<file path="src/rtl/nfc_pkg.sv">
package nfc_pkg;
  localparam int PHASE_W = 3;

  typedef enum logic [1:0] {
    OP_CMD   = 2'd0,
    OP_ADDR  = 2'd1,
    OP_WRITE = 2'd2,
    OP_READ  = 2'd3
  } nfc_op_e;

  typedef enum logic [1:0] {
    PH_IDLE   = 2'd0,
    PH_SETUP  = 2'd1,
    PH_STROBE = 2'd2,
    PH_HOLD   = 2'd3
  } nfc_phase_e;
endpackage

</file>
<file path="src/rtl/nfc_timing_regs.sv">
module nfc_timing_regs #(
  parameter int SETUP_W = 2,
  parameter int PHASE_W = 3
) (
  input  logic               clk,
  input  logic               rst_n,
  input  logic               wr,
  input  logic [SETUP_W-1:0] setup_in,
  input  logic [PHASE_W-1:0] strobe_in,
  input  logic [PHASE_W-1:0] hold_in,
  input  logic               busy,
  output logic [PHASE_W-1:0] cur_setup,
  output logic [PHASE_W-1:0] cur_strobe,
  output logic [PHASE_W-1:0] cur_hold
);
  // staged: last host write; live: copy frozen for the running cycle
  logic [SETUP_W-1:0] stg_setup, live_setup;
  logic [PHASE_W-1:0] stg_strobe, live_strobe;
  logic [PHASE_W-1:0] stg_hold, live_hold;

  always_ff @(posedge clk or negedge rst_n) begin
    if (!rst_n) begin
      stg_setup  <= '1;
      stg_strobe <= '1;
      stg_hold   <= '1;
    end else if (wr) begin
      stg_setup  <= setup_in;
      stg_strobe <= strobe_in;
      stg_hold   <= hold_in;
    end
  end

  always_ff @(posedge clk or negedge rst_n) begin
    if (!rst_n) begin
      live_setup  <= '1;
      live_strobe <= '1;
      live_hold   <= '1;
    end else if (!busy) begin
      live_setup  <= stg_setup;
      live_strobe <= stg_strobe;
      live_hold   <= stg_hold;
    end
  end

  // between cycles the staged value is the one a starting cycle uses
  always_comb begin
    cur_setup  = PHASE_W'(busy ? live_setup : stg_setup);
    cur_strobe = busy ? live_strobe : stg_strobe;
    cur_hold   = busy ? live_hold : stg_hold;
  end

  p_live_hold_r8: assert property (@(posedge clk) disable iff (!rst_n)
    busy |=> ($stable(live_setup) && $stable(live_strobe) && $stable(live_hold)))
    else $error("timing copy changed inside a cycle");
endmodule

</file>
<file path="src/rtl/nfc_phase_seq.sv">
module nfc_phase_seq
  import nfc_pkg::*;
#(
  parameter int DATA_W  = 8,
  parameter int PHASE_W = 3
) (
  input  logic               clk,
  input  logic               rst_n,
  input  logic               req_valid,
  input  logic [1:0]         req_op,
  input  logic [DATA_W-1:0]  req_wdata,
  input  logic [PHASE_W-1:0] len_setup,
  input  logic [PHASE_W-1:0] len_strobe,
  input  logic [PHASE_W-1:0] len_hold,
  input  logic [DATA_W-1:0]  dq_in,
  output logic               busy,
  output logic               done,
  output logic               cle,
  output logic               ale,
  output logic               we_n,
  output logic               re_n,
  output logic [DATA_W-1:0]  dq_out,
  output logic               dq_oe,
  output logic [DATA_W-1:0]  rd_data
);
  nfc_phase_e         phase, nxt_phase;
  nfc_op_e            op_q, nxt_op;
  logic [PHASE_W-1:0] cnt, nxt_cnt;
  logic               accept, last_strobe;

  always_comb begin
    nxt_phase   = phase;
    nxt_op      = op_q;
    nxt_cnt     = cnt;
    accept      = 1'b0;
    last_strobe = 1'b0;
    unique case (phase)
      PH_IDLE: if (req_valid) begin
        accept    = 1'b1;
        nxt_phase = PH_SETUP;
        nxt_op    = nfc_op_e'(req_op);
        nxt_cnt   = len_setup;
      end
      PH_SETUP: if (cnt == '0) begin
        nxt_phase = PH_STROBE;
        nxt_cnt   = len_strobe;
      end else nxt_cnt = cnt - 1'b1;
      PH_STROBE: if (cnt == '0) begin
        last_strobe = 1'b1;
        nxt_phase   = PH_HOLD;
        nxt_cnt     = len_hold;
      end else nxt_cnt = cnt - 1'b1;
      PH_HOLD: if (cnt == '0) nxt_phase = PH_IDLE;
               else nxt_cnt = cnt - 1'b1;
      default: nxt_phase = PH_IDLE;
    endcase
  end

  always_ff @(posedge clk or negedge rst_n) begin
    if (!rst_n) begin
      phase <= PH_IDLE;
      op_q  <= OP_CMD;
      cnt   <= '0;
    end else begin
      phase <= nxt_phase;
      op_q  <= nxt_op;
      cnt   <= nxt_cnt;
    end
  end

  // pins are flopped from the next state so they switch cleanly with the phase
  always_ff @(posedge clk or negedge rst_n) begin
    if (!rst_n) begin
      cle   <= 1'b0;
      ale   <= 1'b0;
      we_n  <= 1'b1;
      re_n  <= 1'b1;
      dq_oe <= 1'b0;
      done  <= 1'b0;
    end else begin
      cle   <= (nxt_phase != PH_IDLE) && (nxt_op == OP_CMD);
      ale   <= (nxt_phase != PH_IDLE) && (nxt_op == OP_ADDR);
      we_n  <= !((nxt_phase == PH_STROBE) && (nxt_op != OP_READ));
      re_n  <= !((nxt_phase == PH_STROBE) && (nxt_op == OP_READ));
      dq_oe <= (nxt_phase != PH_IDLE) && (nxt_op != OP_READ);
      done  <= (nxt_phase == PH_HOLD) && (nxt_cnt == '0);
    end
  end

  always_ff @(posedge clk or negedge rst_n) begin
    if (!rst_n) begin
      dq_out  <= '0;
      rd_data <= '0;
    end else begin
      if (accept) dq_out <= req_wdata;
      if (last_strobe && (op_q == OP_READ)) rd_data <= dq_in;
    end
  end

  assign busy = (phase != PH_IDLE);

  p_strobe_excl_r3: assert property (@(posedge clk) disable iff (!rst_n)
    !(!we_n && !re_n)) else $error("both strobes low");
  p_ack_pulse_r4: assert property (@(posedge clk) disable iff (!rst_n)
    done |=> !done) else $error("acknowledge longer than one clock");
  p_qual_excl_r5: assert property (@(posedge clk) disable iff (!rst_n)
    !(cle && ale)) else $error("both qualifiers high");
  p_read_nodrive_r7: assert property (@(posedge clk) disable iff (!rst_n)
    !re_n |-> !dq_oe) else $error("data driven during read strobe");
  p_idle_quiet_r11: assert property (@(posedge clk) disable iff (!rst_n)
    (phase == PH_IDLE) |-> (we_n && re_n && !cle && !ale && !done))
    else $error("bus activity while idle");
endmodule

</file>
<file path="src/rtl/nfc_rb_sync.sv">
module nfc_rb_sync #(
  parameter int STAGES = 2
) (
  input  logic clk,
  input  logic rst_n,
  input  logic async_in,
  output logic sync_out
);
  logic [STAGES-1:0] chain;

  always_ff @(posedge clk or negedge rst_n) begin
    if (!rst_n) chain <= '0;
    else        chain <= {chain[STAGES-2:0], async_in};
  end

  assign sync_out = chain[STAGES-1];

  p_sync_step_r10: assert property (@(posedge clk) disable iff (!rst_n)
    sync_out == $past(chain[STAGES-2])) else $error("synchroniser skipped a stage");
endmodule

</file>
<file path="src/rtl/nand_cycle_gen.sv">
module nand_cycle_gen
  import nfc_pkg::*;
#(
  parameter int DATA_W     = 8,
  parameter bit WIDE_SETUP = 1'b0,
  parameter int SETUP_W    = WIDE_SETUP ? 3 : 2
) (
  input  logic               clk,
  input  logic               rst_n,
  input  logic               req_valid,
  output logic               req_ready,
  input  logic [1:0]         req_op,
  input  logic [DATA_W-1:0]  req_wdata,
  output logic [DATA_W-1:0]  rd_data,
  input  logic               cfg_we,
  input  logic [SETUP_W-1:0] cfg_setup,
  input  logic [PHASE_W-1:0] cfg_strobe,
  input  logic [PHASE_W-1:0] cfg_hold,
  input  logic               ce_we,
  input  logic               ce_off,
  output logic               ready_status,
  output logic               nand_ce_n,
  output logic               nand_cle,
  output logic               nand_ale,
  output logic               nand_we_n,
  output logic               nand_re_n,
  output logic [DATA_W-1:0]  nand_dq_out,
  output logic               nand_dq_oe,
  input  logic [DATA_W-1:0]  nand_dq_in,
  input  logic               nand_rb
);
  logic               seq_busy;
  logic [PHASE_W-1:0] len_setup, len_strobe, len_hold;

  nfc_timing_regs #(.SETUP_W(SETUP_W), .PHASE_W(PHASE_W)) u_timing (
    .clk(clk), .rst_n(rst_n), .wr(cfg_we),
    .setup_in(cfg_setup), .strobe_in(cfg_strobe), .hold_in(cfg_hold),
    .busy(seq_busy),
    .cur_setup(len_setup), .cur_strobe(len_strobe), .cur_hold(len_hold)
  );

  nfc_phase_seq #(.DATA_W(DATA_W), .PHASE_W(PHASE_W)) u_seq (
    .clk(clk), .rst_n(rst_n),
    .req_valid(req_valid), .req_op(req_op), .req_wdata(req_wdata),
    .len_setup(len_setup), .len_strobe(len_strobe), .len_hold(len_hold),
    .dq_in(nand_dq_in),
    .busy(seq_busy), .done(req_ready),
    .cle(nand_cle), .ale(nand_ale), .we_n(nand_we_n), .re_n(nand_re_n),
    .dq_out(nand_dq_out), .dq_oe(nand_dq_oe), .rd_data(rd_data)
  );

  nfc_rb_sync #(.STAGES(2)) u_rb (
    .clk(clk), .rst_n(rst_n), .async_in(nand_rb), .sync_out(ready_status)
  );

  // chip enable: high (deselected) out of reset
  always_ff @(posedge clk or negedge rst_n) begin
    if (!rst_n)     nand_ce_n <= 1'b1;
    else if (ce_we) nand_ce_n <= ce_off;
  end

  p_ce_write_r9: assert property (@(posedge clk) disable iff (!rst_n)
    ce_we |=> (nand_ce_n == $past(ce_off))) else $error("chip enable write lost");
endmodule

</file>
<file path="config.mk">
export PLATFORM = sky130hd
export DESIGN_NAME = nand_cycle_gen
export DESIGN_NICKNAME = d
export VERILOG_FILES = /design/src/rtl/nfc_pkg.sv /design/src/rtl/nfc_timing_regs.sv /design/src/rtl/nfc_phase_seq.sv /design/src/rtl/nfc_rb_sync.sv /design/src/rtl/nand_cycle_gen.sv
export SDC_FILE = /design/constraint.sdc
export NUM_CORES = 1
export LEC_CHECK = 0
export BUFFER_PORTS_ARGS = -buffer_cell sky130_fd_sc_hd__buf_2
export CORE_UTILIZATION = 53
export CTS_BUF_LIST = sky130_fd_sc_hd__clkbuf_4 sky130_fd_sc_hd__clkbuf_8
export CTS_CLUSTER_SIZE = 30
export DETAILED_ROUTE_END_ITERATION = 8
export GPL_ROUTABILITY_DRIVEN = 0
export PLACE_DENSITY = 0.8
export REMOVE_ABC_BUFFERS = 1
export SLEW_MARGIN = 10
export SYNTH_ARGS = -nofsm -noshare
export SYNTH_HDL_FRONTEND = slang
export SYNTH_SLANG_ARGS = --single-unit
</file>
<file path="constraint.sdc">
create_clock -name clk -period 2.1 [get_ports clk]
set_input_delay 0.42 -clock clk [delete_from_list [all_inputs] [get_ports clk]]
set_output_delay 0.42 -clock clk [all_outputs]
set_load 0.03 [all_outputs]
</file>
# ---- Word level (Yosys, flattened, before mapping)
# Cells that the tools add are included.
dict set report totals {
  regBits 48
  out_inout_bits 24
  wordCells 63
}
dict set report op_classes {
  add_sub_neg 1
  n_eq_ne 9
  mux 19
  n_reduce_logical 15
}
# operator count
set op_table {}
lappend op_table {{$mux W3} 6}
lappend op_table {{$mux W2} 7}
lappend op_table {{$eq A2 B2 Y1 const B} 6}
lappend op_table {{$pmux W3 S4} 1}
lappend op_table {{$pmux W2 S4} 1}
lappend op_table {{$logic_and A1 B1 Y1} 7}
lappend op_table {{$logic_not A3 Y1} 2}
lappend op_table {{$eq A2 B1 Y1 const B} 2}
lappend op_table {{$logic_not A2 Y1} 2}
lappend op_table {{$mux W1} 4}
lappend op_table {{$reduce_bool A2 Y1} 2}
lappend op_table {{$sub A3 B1 Y3 const B} 1}
lappend op_table {{$logic_not A1 Y1} 2}
lappend op_table {{$ne A2 B2 Y1 const B} 1}

# ---- Depth between registers and ports, before layout
dict set report logic_depth {
  ltp_word 6
  mapped_depth 7
  depth_no_buf 6
}

# ---- Hierarchy
# A second synthesis with hierarchy kept.
dict set report hier_totals {
  hier_cells 148
  hier_area_um2 2137.0
}
# mod instances cells_each area_each_um2
set modules_own_cells {}
lappend modules_own_cells {nfc_phase_seq 1 108 1351.3}
lappend modules_own_cells {nfc_timing_regs 1 36 694.4}
lappend modules_own_cells {nfc_rb_sync 1 2 50.0}
lappend modules_own_cells {nand_cycle_gen 1 2 41.3}

# ---- Least setup slack after synthesis
# No wires, ideal clock.
dict set report synth_path {
  path_type {reg-to-reg}
  start {reg u_seq.cnt[0]}
  end {reg u_seq.rd_data[0]}
  setup_time_ps 125
  t_arrival_ps 1539
  required_time_ps 1975
  slack_ps 437
  path_stages_with_launch 6
  n_path_buf 0
  cell_sequence {dfrtp_1 > inv_1 > ha_1 > nand2b_1 > nor3_4 > mux2_2}
}
dict set report synth_via {
  elab_chain_len 4
}
# element line
set synth_lines {}
lappend synth_lines {{from (decl)} nfc_phase_seq.sv:28} ;# logic [PHASE_W-1:0] cnt, nxt_cnt;
lappend synth_lines {{from (signal assigned)} nfc_phase_seq.sv:67} ;# cnt <= nxt_cnt;
lappend synth_lines {{$logic_not A3 Y1} nfc_phase_seq.sv:48} ;# PH_STROBE: if (cnt == '0) begin
lappend synth_lines {{$mux W1} nfc_phase_seq.sv:48}
lappend synth_lines {{$mux W1} nfc_phase_seq.sv:37} ;# unique case (phase)
lappend synth_lines {{$logic_and A1 B1 Y1} nfc_phase_seq.sv:96} ;# if (last_strobe && (op_q == OP_READ)) rd_data <= dq_in;
lappend synth_lines {{to (signal assigned)} nfc_phase_seq.sv:96}
lappend synth_lines {{to (decl)} nfc_phase_seq.sv:24} ;# output logic [DATA_W-1:0] rd_data
# No other way between the ends.
# A chain may end at the register's enable or synchronous reset.

# ---- Final worst setup path
# Same ends and word-level chain as after synthesis.

==> flow_summary.yaml <==
run_status:
  status: "finished, final reports clean"
floorplan:
  core-area_um2: 3440
  die_w_um: 63.0
  start_util: 0.572
  rows: 21
  io_pins: 57
  die_area_um2: 3960
  die_y_um: 63.0
setup_path:
  worst_ep_arrival_time_ns: 2.06
  rr_endpoint: "u_seq.rd_data[0]$_DFFE_PN0P_"
  cp-end-kind: "flip-flop"
  regToRegSetupSlack_ns: 0.21
  critical_path_required_ns: 2.27
  r2r_start: "u_seq.cnt[0]$_DFF_PN0_"
  worst-setup-path-type: "flip-flop to flip-flop"
  cp-start-kind: "flip-flop"
  reg2reg_depth: 5
  critPathMaxFanout: 8
logic_synthesis:
  mappedNetlistArea_um2: 1970
  yosys_warnings: 0
  synth_cells: 165
  synthFlopType: "dfrtp_1"
  synth-seq-cells: 46
  synth.distinct_cells: 34
  synthTopCellsByCount: "nand2_1, dfrtp_1, mux2_2"
  synth_edf_count: 0
  synth.avg_cell_area_um2: 11.9
  synth_top_area_frac: 0.368
  synth_area_leader_cell: "dfrtp_1"
  yosysMostFrequentCell: "nand2_1"
  async_flop_share: 1.00
  ys_seq_area_frac: 0.595
  synthTopCellsByArea: "dfrtp_1, dfstp_2, mux2_2"
place:
  dp_cells: 264
  dp_hpwl_um: 2610
  portBuffers: 56
clock_tree:
  cts-resized-gates: 0
  h-tree-depth: 2
  clk-insertion-delay-late_ns: 0.29
  tritoncts: "built"
  clkSlewWorstSetupHoldPaths_ns: 0.07
  cts_root_buffer: "clkbuf_8"
  numCtsBuffers: 5
  cts_setup_buffers: 0
  cts_hold_buf: 0
  cts_buffer_depth: 2
  clkSinkCount: 46
global_routing:
  grt.total_usage: 0.191
  grt_pass1_wl_um: 5880
  grt_pass1_vias: 1290
  grt_overflow: 0
  antenna_found_initial: 0
  grt_max_degree: 25
cells_and_area:
  area_delta_synth_final_pct: 22.1
  final_nets: 260
  fillers: 263
  fin_cells: 272
  finalCoreUtilization: 0.699
  antenna_cells: 0
  seqCellArea_um2: 1170
  multi_input_area_um2: 742
  drive_above_1_share: 0.473
sta:
  clock_skew_ns: 0.00517
  slew_viol_final: 0
  rsz0062_at_grt: "no"
  post-route-period-util: 0.898
  setup_violations: 0
  maxSlewHeadroom: 0.662
  fin_crit_ns: 1.89
  max_freq_mhz: 530
  worst_pin_slew_ns: 0.507
  hold_viol_final: 0
  setup_tns_ns: 0
routing:
  routed_via_density: 4.94
  wire_per_inst_um: 12.2
  firstDrtPassIters: 4
  drtIter0Drc: 59
  ant_nets: 0
  vias: 1344
  drt-total-wl_um: 3320
  drc: 0
power:
  pwr-share-clk: 0.154
  peakVddDrop_uv: 767
  finalPower_mw: 3.48
  power.switching_mw: 1.38
  powerDensity_nw_per_um2: 1450
  p_seq_frac: 0.426
  p_leak_nw: 1.21
  p_int_mw: 2.11
  swShare: 0.395
  comb_power_share: 0.420
min_path:
  worstHoldPathType: "input port to async pin"
job:
  maxCapViolations: 0
-- routing by layer --
metal  vias up  GRT usage  share of wire
met2        36      0.297           0.48
li1        676          -              -
met3         2     0.0602          0.056
met1       630      0.251           0.46
met4         0     0.0640         0.0024
met5         -          0              0
-- power groups by stage --
stage	clock, mW	combinational (mW)	sequential, mW
2_1_floorplan	0	0.692	1.84
3_3_place_gp	0	1.46	1.49
3_5_place_dp	0	1.47	1.50
4_1_cts	0.559	1.48	1.49
5_1_grt	0.605	1.60	1.54
6_report	0.537	1.46	1.48
-- worst max-delay path, cell delays in order, from the launching register on --
cell,delay (ns)
dfrtp_1,0.42
inv_1,0.11
ha_1,0.24
nand2b_1,0.18
nor3_4,0.43
mux2_2,0.39
-- kinds of logic (layout without fill, tap and decap cells) --
family          Yosys count  after routing  synth area share
buf+inv                  12             73            0.0280
mux                      25             25             0.142
compound gates           18             18            0.0578
flops                    46             46             0.595
simple gates             60             60             0.156
xor+xnor                  2              2           0.00890
fa+ha+maj                 2              2            0.0127
-- registers in the layout (all words and copies together), names as in the netlist --
| register | flops |
|---|---|
| u_seq.op_q | 2 |
| u_seq.ale | 1 |
| u_seq.done | 1 |
| u_timing.live_hold | 3 |
| u_timing.live_strobe | 3 |
| u_seq.rd_data | 8 |
| u_seq.re_n | 1 |
| u_seq.cle | 1 |
| u_seq.phase | 2 |
| u_seq.we_n | 1 |
| u_seq.dq_out | 8 |
| u_timing.stg_hold | 3 |
| u_seq.dq_oe | 1 |
| u_timing.stg_strobe | 3 |
| u_seq.cnt | 3 |
| u_rb.chain | 2 |
| nand_ce_n | 1 |
| u_timing.stg_setup | 2 |
-- cell type report --
cell class	count	share of cell area
clock buffer	7	0.0375
timing repair buffer	59	0.131
multi-input combinational	107	0.309
sequential	46	0.488
tap	46	0.0239
inverter	6	0.00937
clock inverter	1	0.00208
-- stage by stage --
stage                     area, um^2  hold slack, ns  worst slack (ns)
final                           2400          0.0980             0.214
after floorplan                 1940           0.124             0.433
after detailed placement        2310           0.339             0.229
after global placement          2310           0.336             0.299
after global routing            2400           0.128            0.0728
after CTS                       2400           0.107             0.209
-- how the worst max path moves through the flow --
stage                                 startpoint                            to  depth (start not counted)
after global placement    u_seq.cnt[0]$_DFF_PN0_  u_seq.rd_data[1]$_DFFE_PN0P_                          5
after floorplan           u_seq.cnt[0]$_DFF_PN0_          u_seq.done$_DFF_PN0_                          6
final                     u_seq.cnt[0]$_DFF_PN0_  u_seq.rd_data[0]$_DFFE_PN0P_                          5
after detailed placement  u_seq.cnt[0]$_DFF_PN0_  u_seq.rd_data[0]$_DFFE_PN0P_                          5
after CTS                 u_seq.cnt[0]$_DFF_PN0_  u_seq.rd_data[0]$_DFFE_PN0P_                          5
after global routing      u_seq.cnt[0]$_DFF_PN0_  u_seq.rd_data[0]$_DFFE_PN0P_                          5
-- placed cells by master (no fill, tap or decap) --
cell,synthesis,final
clkbuf_8,0,6
clkbuf_4,0,1
dfstp_2,17,17
nor2_4,1,1
a32o_1,1,1
clkinv_2,0,1
xnor2_1,2,2
a21oi_1,6,6
nand3_1,3,3
mux2_2,18,18
buf_12,0,1
nor2_8,1,1
o31ai_1,1,1
inv_1,6,6
nor3_1,1,1
o211ai_1,2,2
nor2_1,4,4
o21ai_0,3,3
or2_1,1,1
nor3_4,1,1
and3b_1,1,1
o22ai_1,3,3
a32oi_1,1,1
nand2b_1,2,2
nand2_1,39,39
and3_1,1,1
mux2i_1,2,2
ha_1,2,2
dfrtp_1,29,29
buf_2,2,56
mux2_1,5,5
nor2b_1,2,2
o221ai_1,1,1
nor4b_2,1,1
nand2_2,1,1
nor4bb_1,1,1
buf_4,2,2
Note: power is estimated with default switching activity, not from simulation.
